<file path="src/rtl/fwd_pkg.sv">
package fwd_pkg;
  parameter int XLEN  = 32;
  parameter int NREG  = 32;
  parameter int IMM_W = 16;
  localparam int RIDX = $clog2(NREG);

  typedef enum logic [2:0] {
    OP_NOP  = 3'd0,
    OP_ADD  = 3'd1,
    OP_SUB  = 3'd2,
    OP_XOR  = 3'd3,
    OP_ADDI = 3'd4,
    OP_LOAD = 3'd5
  } op_e;

  typedef enum logic [1:0] {
    SEL_RF  = 2'b00,
    SEL_MWB = 2'b01,
    SEL_EXM = 2'b10
  } sel_e;

  typedef struct packed {
    logic             valid;
    op_e              op;
    logic [RIDX-1:0]  rd;
    logic [RIDX-1:0]  rs1;
    logic [RIDX-1:0]  rs2;
    logic [IMM_W-1:0] imm;
  } ifid_t;

  typedef struct packed {
    op_e             op;
    logic            regwrite;
    logic            is_load;
    logic            use_a;
    logic            use_b;
    logic [RIDX-1:0] rd;
    logic [RIDX-1:0] rs1;
    logic [RIDX-1:0] rs2;
    logic [XLEN-1:0] a_val;
    logic [XLEN-1:0] b_val;
    logic [XLEN-1:0] imm;
  } idex_t;

  typedef struct packed {
    logic            regwrite;
    logic            is_load;
    logic [RIDX-1:0] rd;
    logic [XLEN-1:0] result;
  } exm_t;

  typedef struct packed {
    logic            regwrite;
    logic [RIDX-1:0] rd;
    logic [XLEN-1:0] wdata;
  } mwb_t;

  function automatic logic reads_a(op_e op);
    return op inside {OP_ADD, OP_SUB, OP_XOR, OP_ADDI, OP_LOAD};
  endfunction

  function automatic logic reads_b(op_e op);
    return op inside {OP_ADD, OP_SUB, OP_XOR};
  endfunction

  function automatic logic writes_rd(op_e op);
    return op != OP_NOP;
  endfunction
endpackage

</file>
<file path="src/rtl/fwd_regfile.sv">
module fwd_regfile
  import fwd_pkg::*;
(
  input  logic                 clk,
  input  logic                 rst_n,
  input  logic                 we,
  input  logic [RIDX-1:0]      waddr,
  input  logic [XLEN-1:0]      wdata,
  input  logic [2*RIDX-1:0]    raddr,
  output logic [2*XLEN-1:0]    rdata
);
  logic [XLEN-1:0] mem [NREG];

  always_ff @(posedge clk or negedge rst_n) begin
    if (!rst_n) begin
      for (int i = 0; i < NREG; i++) mem[i] <= '0;
    end else if (we && waddr != '0) begin
      mem[waddr] <= wdata;
    end
  end

  // Write-before-read: a same-cycle write is visible to the reader.
  for (genvar p = 0; p < 2; p++) begin : g_rd
    logic [RIDX-1:0] ra;
    assign ra = raddr[p*RIDX +: RIDX];
    always_comb begin
      if (ra == '0)                 rdata[p*XLEN +: XLEN] = '0;
      else if (we && waddr == ra)   rdata[p*XLEN +: XLEN] = wdata;
      else                          rdata[p*XLEN +: XLEN] = mem[ra];
    end
  end
endmodule

</file>
<file path="src/rtl/fwd_operand_sel.sv">
module fwd_operand_sel
  import fwd_pkg::*;
(
  input  logic            clk,
  input  logic            rst_n,
  input  logic            use_src,
  input  logic [RIDX-1:0] src,
  input  logic            exm_wr,
  input  logic            exm_load,
  input  logic [RIDX-1:0] exm_rd,
  input  logic            mwb_wr,
  input  logic [RIDX-1:0] mwb_rd,
  output sel_e            sel
);
  logic hit_exm, hit_mwb;
  assign hit_exm = use_src && exm_wr && exm_rd != '0 && exm_rd == src;
  assign hit_mwb = use_src && mwb_wr && mwb_rd != '0 && mwb_rd == src;

  always_comb begin
    if (hit_exm)      sel = SEL_EXM;   // younger producer wins
    else if (hit_mwb) sel = SEL_MWB;
    else              sel = SEL_RF;
  end

  // The interlock must keep a load's address from ever being bypassed as data.
  AST_NO_LOAD_BYPASS: assert property (@(posedge clk) disable iff (!rst_n)
    sel == SEL_EXM |-> !exm_load);
endmodule

</file>
<file path="src/rtl/fwd_load_use.sv">
module fwd_load_use
  import fwd_pkg::*;
(
  input  logic            id_valid,
  input  op_e             id_op,
  input  logic [RIDX-1:0] id_rs1,
  input  logic [RIDX-1:0] id_rs2,
  input  logic            ex_load,
  input  logic            ex_wr,
  input  logic [RIDX-1:0] ex_rd,
  output logic            stall
);
  logic dep_a, dep_b;
  assign dep_a = reads_a(id_op) && id_rs1 == ex_rd;
  assign dep_b = reads_b(id_op) && id_rs2 == ex_rd;
  assign stall = id_valid && ex_load && ex_wr && ex_rd != '0 && (dep_a || dep_b);
endmodule

</file>
<file path="src/rtl/fwd_hazard_pipe.sv">
module fwd_hazard_pipe
  import fwd_pkg::*;
#(
  parameter logic [31:0] LOAD_KEY = 32'h5A5A_0F0F
) (
  input  logic             clk,
  input  logic             rst_n,
  input  logic             in_valid,
  output logic             in_ready,
  input  logic [2:0]       in_op,
  input  logic [RIDX-1:0]  in_rd,
  input  logic [RIDX-1:0]  in_rs1,
  input  logic [RIDX-1:0]  in_rs2,
  input  logic [IMM_W-1:0] in_imm,
  output logic [1:0]       fwd_a_sel,
  output logic [1:0]       fwd_b_sel,
  output logic             load_stall,
  output logic             wb_valid,
  output logic [RIDX-1:0]  wb_rd,
  output logic [XLEN-1:0]  wb_data
);
  ifid_t ifid;
  idex_t idex;
  exm_t  exm;
  mwb_t  mwb;

  logic stall;
  logic bubble;

  // ---------------- hazard detection ----------------
  fwd_load_use u_lu (
    .id_valid (ifid.valid),
    .id_op    (ifid.op),
    .id_rs1   (ifid.rs1),
    .id_rs2   (ifid.rs2),
    .ex_load  (idex.is_load),
    .ex_wr    (idex.regwrite),
    .ex_rd    (idex.rd),
    .stall    (stall)
  );
  assign bubble     = stall;
  assign in_ready   = !stall;
  assign load_stall = stall;

  // ---------------- fetch -> decode register ----------------
  always_ff @(posedge clk or negedge rst_n) begin
    if (!rst_n) begin
      ifid <= '0;
    end else if (!stall) begin
      ifid.valid <= in_valid;
      ifid.op    <= op_e'(in_op);
      ifid.rd    <= in_rd;
      ifid.rs1   <= in_rs1;
      ifid.rs2   <= in_rs2;
      ifid.imm   <= in_imm;
    end
  end

  // ---------------- decode ----------------
  logic [2*XLEN-1:0] rf_rdata;
  fwd_regfile u_rf (
    .clk   (clk),
    .rst_n (rst_n),
    .we    (mwb.regwrite),
    .waddr (mwb.rd),
    .wdata (mwb.wdata),
    .raddr ({ifid.rs2, ifid.rs1}),
    .rdata (rf_rdata)
  );

  idex_t idex_nxt;
  always_comb begin
    idex_nxt = '0;
    if (ifid.valid && !bubble) begin
      idex_nxt.op       = ifid.op;
      idex_nxt.regwrite = writes_rd(ifid.op) && ifid.rd != '0;
      idex_nxt.is_load  = ifid.op == OP_LOAD;
      idex_nxt.use_a    = reads_a(ifid.op);
      idex_nxt.use_b    = reads_b(ifid.op);
      idex_nxt.rd       = ifid.rd;
      idex_nxt.rs1      = ifid.rs1;
      idex_nxt.rs2      = ifid.rs2;
      idex_nxt.a_val    = rf_rdata[0 +: XLEN];
      idex_nxt.b_val    = rf_rdata[XLEN +: XLEN];
      idex_nxt.imm      = {{(XLEN-IMM_W){ifid.imm[IMM_W-1]}}, ifid.imm};
    end
  end

  always_ff @(posedge clk or negedge rst_n) begin
    if (!rst_n) idex <= '0;
    else        idex <= idex_nxt;
  end

  // ---------------- execute: operand bypass ----------------
  sel_e              sel [2];
  logic [XLEN-1:0]   opnd [2];
  logic [1:0]        use_v;
  logic [2*RIDX-1:0] src_v;
  logic [2*XLEN-1:0] rfv_v;

  assign use_v = {idex.use_b, idex.use_a};
  assign src_v = {idex.rs2, idex.rs1};
  assign rfv_v = {idex.b_val, idex.a_val};

  for (genvar k = 0; k < 2; k++) begin : g_opnd
    fwd_operand_sel u_sel (
      .clk      (clk),
      .rst_n    (rst_n),
      .use_src  (use_v[k]),
      .src      (src_v[k*RIDX +: RIDX]),
      .exm_wr   (exm.regwrite),
      .exm_load (exm.is_load),
      .exm_rd   (exm.rd),
      .mwb_wr   (mwb.regwrite),
      .mwb_rd   (mwb.rd),
      .sel      (sel[k])
    );
    always_comb begin
      unique case (sel[k])
        SEL_EXM: opnd[k] = exm.result;
        SEL_MWB: opnd[k] = mwb.wdata;
        default: opnd[k] = rfv_v[k*XLEN +: XLEN];
      endcase
    end
  end

  assign fwd_a_sel = sel[0];
  assign fwd_b_sel = sel[1];

  logic [XLEN-1:0] alu_out;
  always_comb begin
    unique case (idex.op)
      OP_ADD:           alu_out = opnd[0] + opnd[1];
      OP_SUB:           alu_out = opnd[0] - opnd[1];
      OP_XOR:           alu_out = opnd[0] ^ opnd[1];
      OP_ADDI, OP_LOAD: alu_out = opnd[0] + idex.imm;
      default:          alu_out = '0;
    endcase
  end

  always_ff @(posedge clk or negedge rst_n) begin
    if (!rst_n) begin
      exm <= '0;
    end else begin
      exm.regwrite <= idex.regwrite;
      exm.is_load  <= idex.is_load;
      exm.rd       <= idex.rd;
      exm.result   <= alu_out;
    end
  end

  // ---------------- memory: modelled data read ----------------
  always_ff @(posedge clk or negedge rst_n) begin
    if (!rst_n) begin
      mwb <= '0;
    end else begin
      mwb.regwrite <= exm.regwrite;
      mwb.rd       <= exm.rd;
      mwb.wdata    <= exm.is_load ? (exm.result ^ LOAD_KEY[XLEN-1:0]) : exm.result;
    end
  end

  // ---------------- writeback ----------------
  assign wb_valid = mwb.regwrite;
  assign wb_rd    = mwb.rd;
  assign wb_data  = mwb.wdata;

  // ---------------- assertions ----------------
  AST_STALL_ONE_CYCLE: assert property (@(posedge clk) disable iff (!rst_n)
    stall |=> !stall);
  AST_BUBBLE_CLEARS: assert property (@(posedge clk) disable iff (!rst_n)
    stall |=> !idex.regwrite && !idex.is_load);
  AST_IFID_HOLD: assert property (@(posedge clk) disable iff (!rst_n)
    stall |=> $stable(ifid));
  AST_WB_NOT_ZERO: assert property (@(posedge clk) disable iff (!rst_n)
    wb_valid |-> wb_rd != '0);
endmodule

</file>
<file path="config.mk">
export PLATFORM = sky130hd
export DESIGN_NAME = fwd_hazard_pipe
export DESIGN_NICKNAME = d
export VERILOG_FILES = /design/src/rtl/fwd_pkg.sv /design/src/rtl/fwd_regfile.sv /design/src/rtl/fwd_operand_sel.sv /design/src/rtl/fwd_load_use.sv /design/src/rtl/fwd_hazard_pipe.sv
export SDC_FILE = /design/constraint.sdc
export NUM_CORES = 2
export LEC_CHECK = 0
export ABC_AREA = 1
export BUFFER_PORTS_ARGS = -buffer_cell sky130_fd_sc_hd__buf_2
export CELL_PAD_IN_SITES_DETAIL_PLACEMENT = 1
export CELL_PAD_IN_SITES_GLOBAL_PLACEMENT = 1
export CORE_MARGIN = 2
export CORE_UTILIZATION = 35
export CTS_CLUSTER_DIAMETER = 200
export DETAILED_ROUTE_END_ITERATION = 12
export PLACE_DENSITY_LB_ADDON = 0.05
export SKIP_LAST_GASP = 1
export SLEW_MARGIN = 20
export SYNTH_ARGS = -nofsm -noshare
export SYNTH_HDL_FRONTEND = slang
export SYNTH_HIERARCHICAL = 1
export SYNTH_SLANG_ARGS = --single-unit
</file>
<file path="constraint.sdc">
create_clock -name clk -period 7.1 [get_ports clk]
set_input_delay 1.42 -clock clk [delete_from_list [all_inputs] [get_ports clk]]
set_output_delay 1.42 -clock clk [all_outputs]
set_load 0.005 [all_outputs]
</file>
Word level (Yosys, flattened, before mapping)
Index checks and enable logic that the tools add are counted.
{"block": "word_totals", "register_bits": 1254, "latchBits": 0, "mem_bits_rw": 0, "mem_bits_ro": 0, "input_bits": 37, "output_inout_bits": 44, "wordCells": 148, "n_memories": 0}
{"block": "classes", "addsub": 3, "mul": 0, "div": 0, "n_lt_le_gt_ge": 4, "n_eq_ne": 22, "shifts": 0, "muxes": 22, "n_bitwise": 5, "n_reduce_logical": 36}
{"cell": "bitwise mux 1024 bit", "count": 1}
{"cell": "binary-select mux 32 bit (select 5 bit)", "count": 2}
{"cell": "2-to-1 mux 32 bit", "count": 9}
{"cell": "demux 32 bit (select 5 bit)", "count": 1}
{"cell": "case mux 32 bit (2 select lines)", "count": 2}
{"cell": "case mux 32 bit (4 select lines)", "count": 1}
{"cell": "2-to-1 mux 118 bit", "count": 1}
{"cell": "adder 32 bit", "count": 2}
{"cell": "equality test 5 bit", "count": 8}
{"cell": "subtractor 32 bit", "count": 1}
{"cell": "bitwise XOR 32 bit", "count": 1}
{"cell": "2-to-1 mux 31 bit", "count": 1}
{"cell": "nonzero test 5 bit", "count": 5}
{"cell": "logical AND 1 bit", "count": 24}
{"cell": ">= comparator 6 bit, second input constant", "count": 3}
{"cell": "inverter 5 -> 6 bit", "count": 3}
{"cell": "inverter 16 bit", "count": 1}
{"cell": "equality test 3 x 2 -> 1 bit, second input constant", "count": 4}
{"cell": "equality test 3 bit, second input constant", "count": 4}
{"cell": "zero test 5 bit", "count": 2}
{"cell": "equality test 3 x 1 -> 1 bit, second input constant", "count": 2}
{"cell": "less-than comparator 6 x 1 -> 1 bit, second input constant", "count": 1}
{"cell": "nonzero test 3 bit", "count": 2}
{"cell": "equality test 2 x 1 -> 1 bit, second input constant", "count": 2}
{"cell": "6 further kinds", "count": 9}

Depth between registers and ports, before layout
{"block": "logic_depth", "word_depth": 9, "ltp_mapped": 42, "mapped_depth_nobuf": 41}

Cells and area by module
The synthesis kept the hierarchy.
{"module": "fwd_regfile", "instances": 1, "cells_each": 8499, "area_per_inst_um2": 58320.9, "seq_area_each_um2": 25624.6}
{"module": "fwd_hazard_pipe", "instances": 1, "cells_each": 1515, "area_per_inst_um2": 11881.4, "seq_area_each_um2": 5355.1}
{"module": "fwd_operand_sel", "instances": 2, "cells_each": 58, "area_per_inst_um2": 235.2, "seq_area_each_um2": 0.0}
{"module": "fwd_load_use", "instances": 1, "cells_each": 48, "area_per_inst_um2": 219.0, "seq_area_each_um2": 0.0}

Worst setup path after synthesis
No wires, ideal clock.
{"block": "synth_path", "path_type": "reg-to-reg", "startpoint": "register mwb (netlist bit wb_rd[1])", "endpoint": "register exm[31] (netlist bit)", "setup_ps": 120, "arrival_ps": 4438, "t_required_ps": 6980, "slack_ps": 2542, "path_stages_with_launch": 37, "path_buffers": 1, "period_less_slack_ps": 4558, "cell_sequence": "dfrtp_1 inv_1 nand2_1 nand2_1 nor2_1 nand4_1 nor2_1 inv_1 ha_1 inv_2 buf_6 or2_4 nand2_4 ha_1 nand2_2 nor2_2 nand2_2 nor3_4 nand2_2 inv_2 nand2_2 nor2_4 inv_2 nor2_4 nand3_1 nand3_1 nand2_1 ha_1 a21o_1 a21oi_1 nor2_1 nor2_1 nand3_1 a31oi_1 nand3_1 nand3_1 nand2_1"}
{"block": "synth_between", "elab_chain_len": 9, "elab_cells_between_ends": 22, "cone_classes": "add/sub: 3; eq/ne: 6; mux: 7; bitwise: 1; reduce/logical: 5"}
{"element": "start, declared", "line": "fwd_hazard_pipe.sv:25", "rtl": "mwb_t mwb;"}
{"element": "nonzero test 5 bit", "line": "fwd_operand_sel.sv:17", "rtl": "assign hit_mwb = use_src && mwb_wr && mwb_rd != '0 && mwb_rd == src;"}
{"element": "logical AND 1 bit", "line": "fwd_operand_sel.sv:17"}
{"element": "logical AND 1 bit *", "line": "fwd_operand_sel.sv:17"}
{"element": "2-to-1 mux 1 bit *", "line": "fwd_operand_sel.sv:21", "rtl": "else if (hit_mwb) sel = SEL_MWB;"}
{"element": "2-to-1 mux 2 bit *", "line": "fwd_operand_sel.sv:20", "rtl": "if (hit_exm) sel = SEL_EXM;"}
{"element": "net fwd_b_sel[0]", "line": "fwd_hazard_pipe.sv:16", "rtl": "output logic [1:0] fwd_b_sel,"}
{"element": "equality test 2 x 1 -> 1 bit or equality test 2 bit (tied branches)", "line": "fwd_hazard_pipe.sv:119", "rtl": "unique case (sel[k])"}
{"element": "case mux 32 bit (2 select lines) *", "line": "fwd_hazard_pipe.sv:119"}
{"element": "subtractor 32 bit (tied with other cells)", "line": "fwd_hazard_pipe.sv:134", "rtl": "OP_SUB: alu_out = opnd[0] - opnd[1];"}
{"element": "case mux 32 bit (4 select lines) *", "line": "fwd_hazard_pipe.sv:132", "rtl": "unique case (idex.op)"}
{"element": "net alu_out[31]", "line": "fwd_hazard_pipe.sv:130", "rtl": "logic [XLEN-1:0] alu_out;"}
{"element": "end, declared", "line": "fwd_hazard_pipe.sv:24", "rtl": "exm_t exm;"}
The timed path passes the listed nets; every way through them passes the cells marked *.
A chain may end at the register's enable or synchronous reset.

Worst setup path in the final report
{"block": "layout_path", "startpoint": "register mwb (netlist bit wb_rd[4])", "endpoint": "register exm[29] (netlist bit)"}
{"block": "layout_between", "elab_chain_len": 9, "elab_cells_between_ends": 22, "cone_classes": "add/sub: 3; eq/ne: 6; mux: 7; bitwise: 1; reduce/logical: 5"}
{"element": "nonzero test 5 bit", "line": "fwd_operand_sel.sv:17"}
{"element": "logical AND 1 bit (2 in a row)", "line": "fwd_operand_sel.sv:17"}
{"element": "2-to-1 mux 1 bit", "line": "fwd_operand_sel.sv:21"}
{"element": "2-to-1 mux 2 bit", "line": "fwd_operand_sel.sv:20"}
{"element": "equality test 2 x 1 -> 1 bit or equality test 2 bit (tied branches)", "line": "fwd_hazard_pipe.sv:119"}
{"element": "case mux 32 bit (2 select lines)", "line": "fwd_hazard_pipe.sv:119"}
{"element": "adder 32 bit (tied with other cells)", "line": "fwd_hazard_pipe.sv:136", "rtl": "OP_ADDI, OP_LOAD: alu_out = opnd[0] + idex.imm;"}
{"element": "case mux 32 bit (4 select lines) *", "line": "fwd_hazard_pipe.sv:132"}
{"element": "net alu_out[29]", "line": "fwd_hazard_pipe.sv:130"}
Marked as above.

==> impl_results.md <==
- Vias in the first global route: 71424
- Tmin final: 6.11 ns
- CTS tree: yes
- Clock tree root driver cell: clkbuf_16
- Net count after synthesis: 10252
- Post-CTS Hold Fix Bufs: 0
- Power Total: 20.7 mW
- Top Ports: 81
- Status: finished clean
- Final Slew Violations: 0
- CTS sink cnt: 1238
- Most used cell, CP: nand2_2
- Drt total wl: 343000 microns
- Pleak: 37.0 nW
- Worst endpoint data arrival time: 6.76 ns
- Crit Path Max Fanout: 20
- YS warnings: 6
- Commonest non-fill, non-tap cells in the layout: 3041 x nand2_1, 1456 x o21ai_0, 1228 x dfrtp_1
- Slew @ Worst Pin: 1.13 ns
- Worst skew pair latency: 0.82 ns
- TritonCTS Buffers: 159
- Post-synth cell types: 54
- Starting Density: 35.1%
- GR Overflow Total: 0
- Die H: 454 microns
- Final antenna-violating net count: 0
- # setup viols final: 0
- Routed vias: 70145
- Drt pass-1 iters: 5
- Share of cells above drive strength 1: 6.74%
- Post-synthesis cell count: 10178
- Initial antenna violation count: 16
- Pwr dens: 264 nW/um^2
- Post-route setup TNS: 0 ns
- Hold Vio Cnt, Final: 0
- Synthesized cell area: 70900 sq um
- CP Class: reg -> reg
- Final Cell Area: 78500 sq um
- Post-DP HPWL: 201000 microns
- Clk_skew: 0.0400 ns
- Tcrit/Tclk final: 86.1%
- H-tree levels: 4
- Worst Setup End Kind: flip-flop
- Clock buffer depth: 3
- Seq cells post-synth: 1238
- Clock-pin slew of the registers on the worst-case setup and hold paths: 0.06 ns
- GRT Util Overall: 33.1%
- WP data required: 7.75 ns
- Placer Congestion: 0.893
- Global-route wire length before repair: 504000 microns
- IO buf count: 80
- Die area: 206000 sq um
- Via density: 5.57
- Setup crit start kind: flip-flop
- Core Rows: 165
- Final net count: 9866
- Most common cell after layout, fill and taps aside: nand2_1
- # Post-CTS Setup Buffers: 0
- Slew margin rel.: 25.0%
- Area of the core: 202000 sq um
- Fillers: 25082
- Drt wl/cell: 27.3 microns
- HP Class: reg -> reg
- Critical-path top delay cell: dfrtp_1
- Placement Cell Area: 73300 sq um
- Die span in x: 454 microns
- CP peak stage delay: 0.62 ns
- Syn avg cell area: 6.97 sq um
- Drt drc: 0
- Pin count of the biggest net entering global routing: 174
- Worst VDD drop: 0.000256 V
- DRT iter0 DRCs: 5672
- F_max: 0.164 GHz
- Max-cap violations: 0
- Unrepaired setup endpoints after global routing: no
- Area delta synth->final: 10.7%
- Sequential element share of the synthesized area: 43.7%
- Post-cts resize count: 0
kinds of logic after synthesis:
family / count (synthesis) / synth area share, %
buf+inv: 1763 / 9.74
flops: 1238 / 43.7
xor+xnor: 39 / 0.482
simple gates: 4902 / 28.8
fa+ha+maj: 37 / 0.664
compound gates: 2199 / 16.7
through the flow:
step / cells / util [%] / worst slack [ns] / hold slack [ns]
finish: 12589 / 38.9 / 0.986 / 0.373
global placement: 12302 / 36.3 / 1.05 / 0.365
floorplan: 10178 / - / 2.54 / 0.354
detailed placement: 12302 / 36.3 / 0.991 / 0.367
CTS: 12583 / 38.9 / 0.951 / 0.379
global route: 12586 / 38.9 / 0.336 / 0.390
power breakdown:
group / internal, mW / switching [mW]
Clock: 4.84 / 3.40
Sequential: 7.83 / 0.706
Combinational: 1.11 / 2.81
cell type report:
type                       instances  area [sq um]  share of cell area, %
antenna                            5          12.5                 0.0159
clock buffer                     249          4840                   6.17
clock inverter                    32           333                  0.424
inverter                         972          3680                   4.69
multi-input combinational       7177         33300                   42.4
sequential                      1238         31000                   39.5
tap                             2672          3340                   4.26
timing repair buffer             244          1930                   2.46
synthesized netlist by cell type (all sizes together):
cell type | number | area (sq um)
nand3b | 2 | 15.0
a221o | 32 | 320
a22oi | 21 | 168
o22ai | 7 | 43.8
a21boi | 2 | 15.0
nand3 | 1166 | 5850
clkbuf | 538 | 2020
o2111ai | 1 | 8.76
buf | 253 | 1240
or2 | 77 | 484
xor2 | 26 | 228
nor3 | 24 | 188
ha | 36 | 450
inv | 969 | 3640
nor4 | 3 | 33.8
fa | 1 | 20.0
a32o | 1 | 10.0
a21o | 2 | 15.0
a21oi | 376 | 1890
o211ai | 196 | 1470
o21a | 3 | 22.5
clkinv | 3 | 11.3
o311ai | 1 | 8.76
a31oi | 4 | 25.0
a221oi | 3 | 26.3
and2 | 1 | 6.26
dfrtp | 1238 | 31000
nand2 | 3084 | 11600
o221ai | 1 | 8.76
o21ai | 1540 | 7710
o21bai | 5 | 37.5
nand4 | 13 | 81.3
xnor2 | 13 | 114
o31ai | 4 | 30.0
nor2 | 532 | 2090
metal layers:
metal | global-route usage [%] | wire length [microns]
met1 | 44.0 | 151000
met2 | 55.2 | 161000
met3 | 3.82 | 16000
met4 | 12.5 | 14500
met5 | 0 | 52
sequential cells by signal (all words and copies together), names as in the netlist:
signal    cells
wb_data      32
u_rf/mem   1024
ifid         35
exm          39
wb_valid      1
wb_rd         5
idex        102
worst max-delay path, delay by kind of cell (launching register included):
kind | cells | cell delay (ns)
buffers and inverters | 5 | 0.76
and+or+nand+nor | 16 | 2.08
xor gates and xnor gates | 1 | 0.14
AOI/OAI and AO/OA | 7 | 1.33
adders and majority gates | 3 | 1.00
DFF | 1 | 0.62
worst paths after layout:
check,endpoint,startpoint,cells after the start,slack [ns]
hold reg to reg,u_rf/mem[993],u_rf/mem[993],0,0.37
setup / recovery,exm[29],wb_rd[4],32,0.99
setup reg to reg,exm[29],wb_rd[4],32,0.99
min in group asynchronous,u_rf/mem[1010],rst_n,1,0.65
hold / removal,u_rf/mem[993],u_rf/mem[993],0,0.37
max in group asynchronous,u_rf/mem[712],rst_n,2,4.99
No activity file was read; power rests on OpenSTA's default activity.
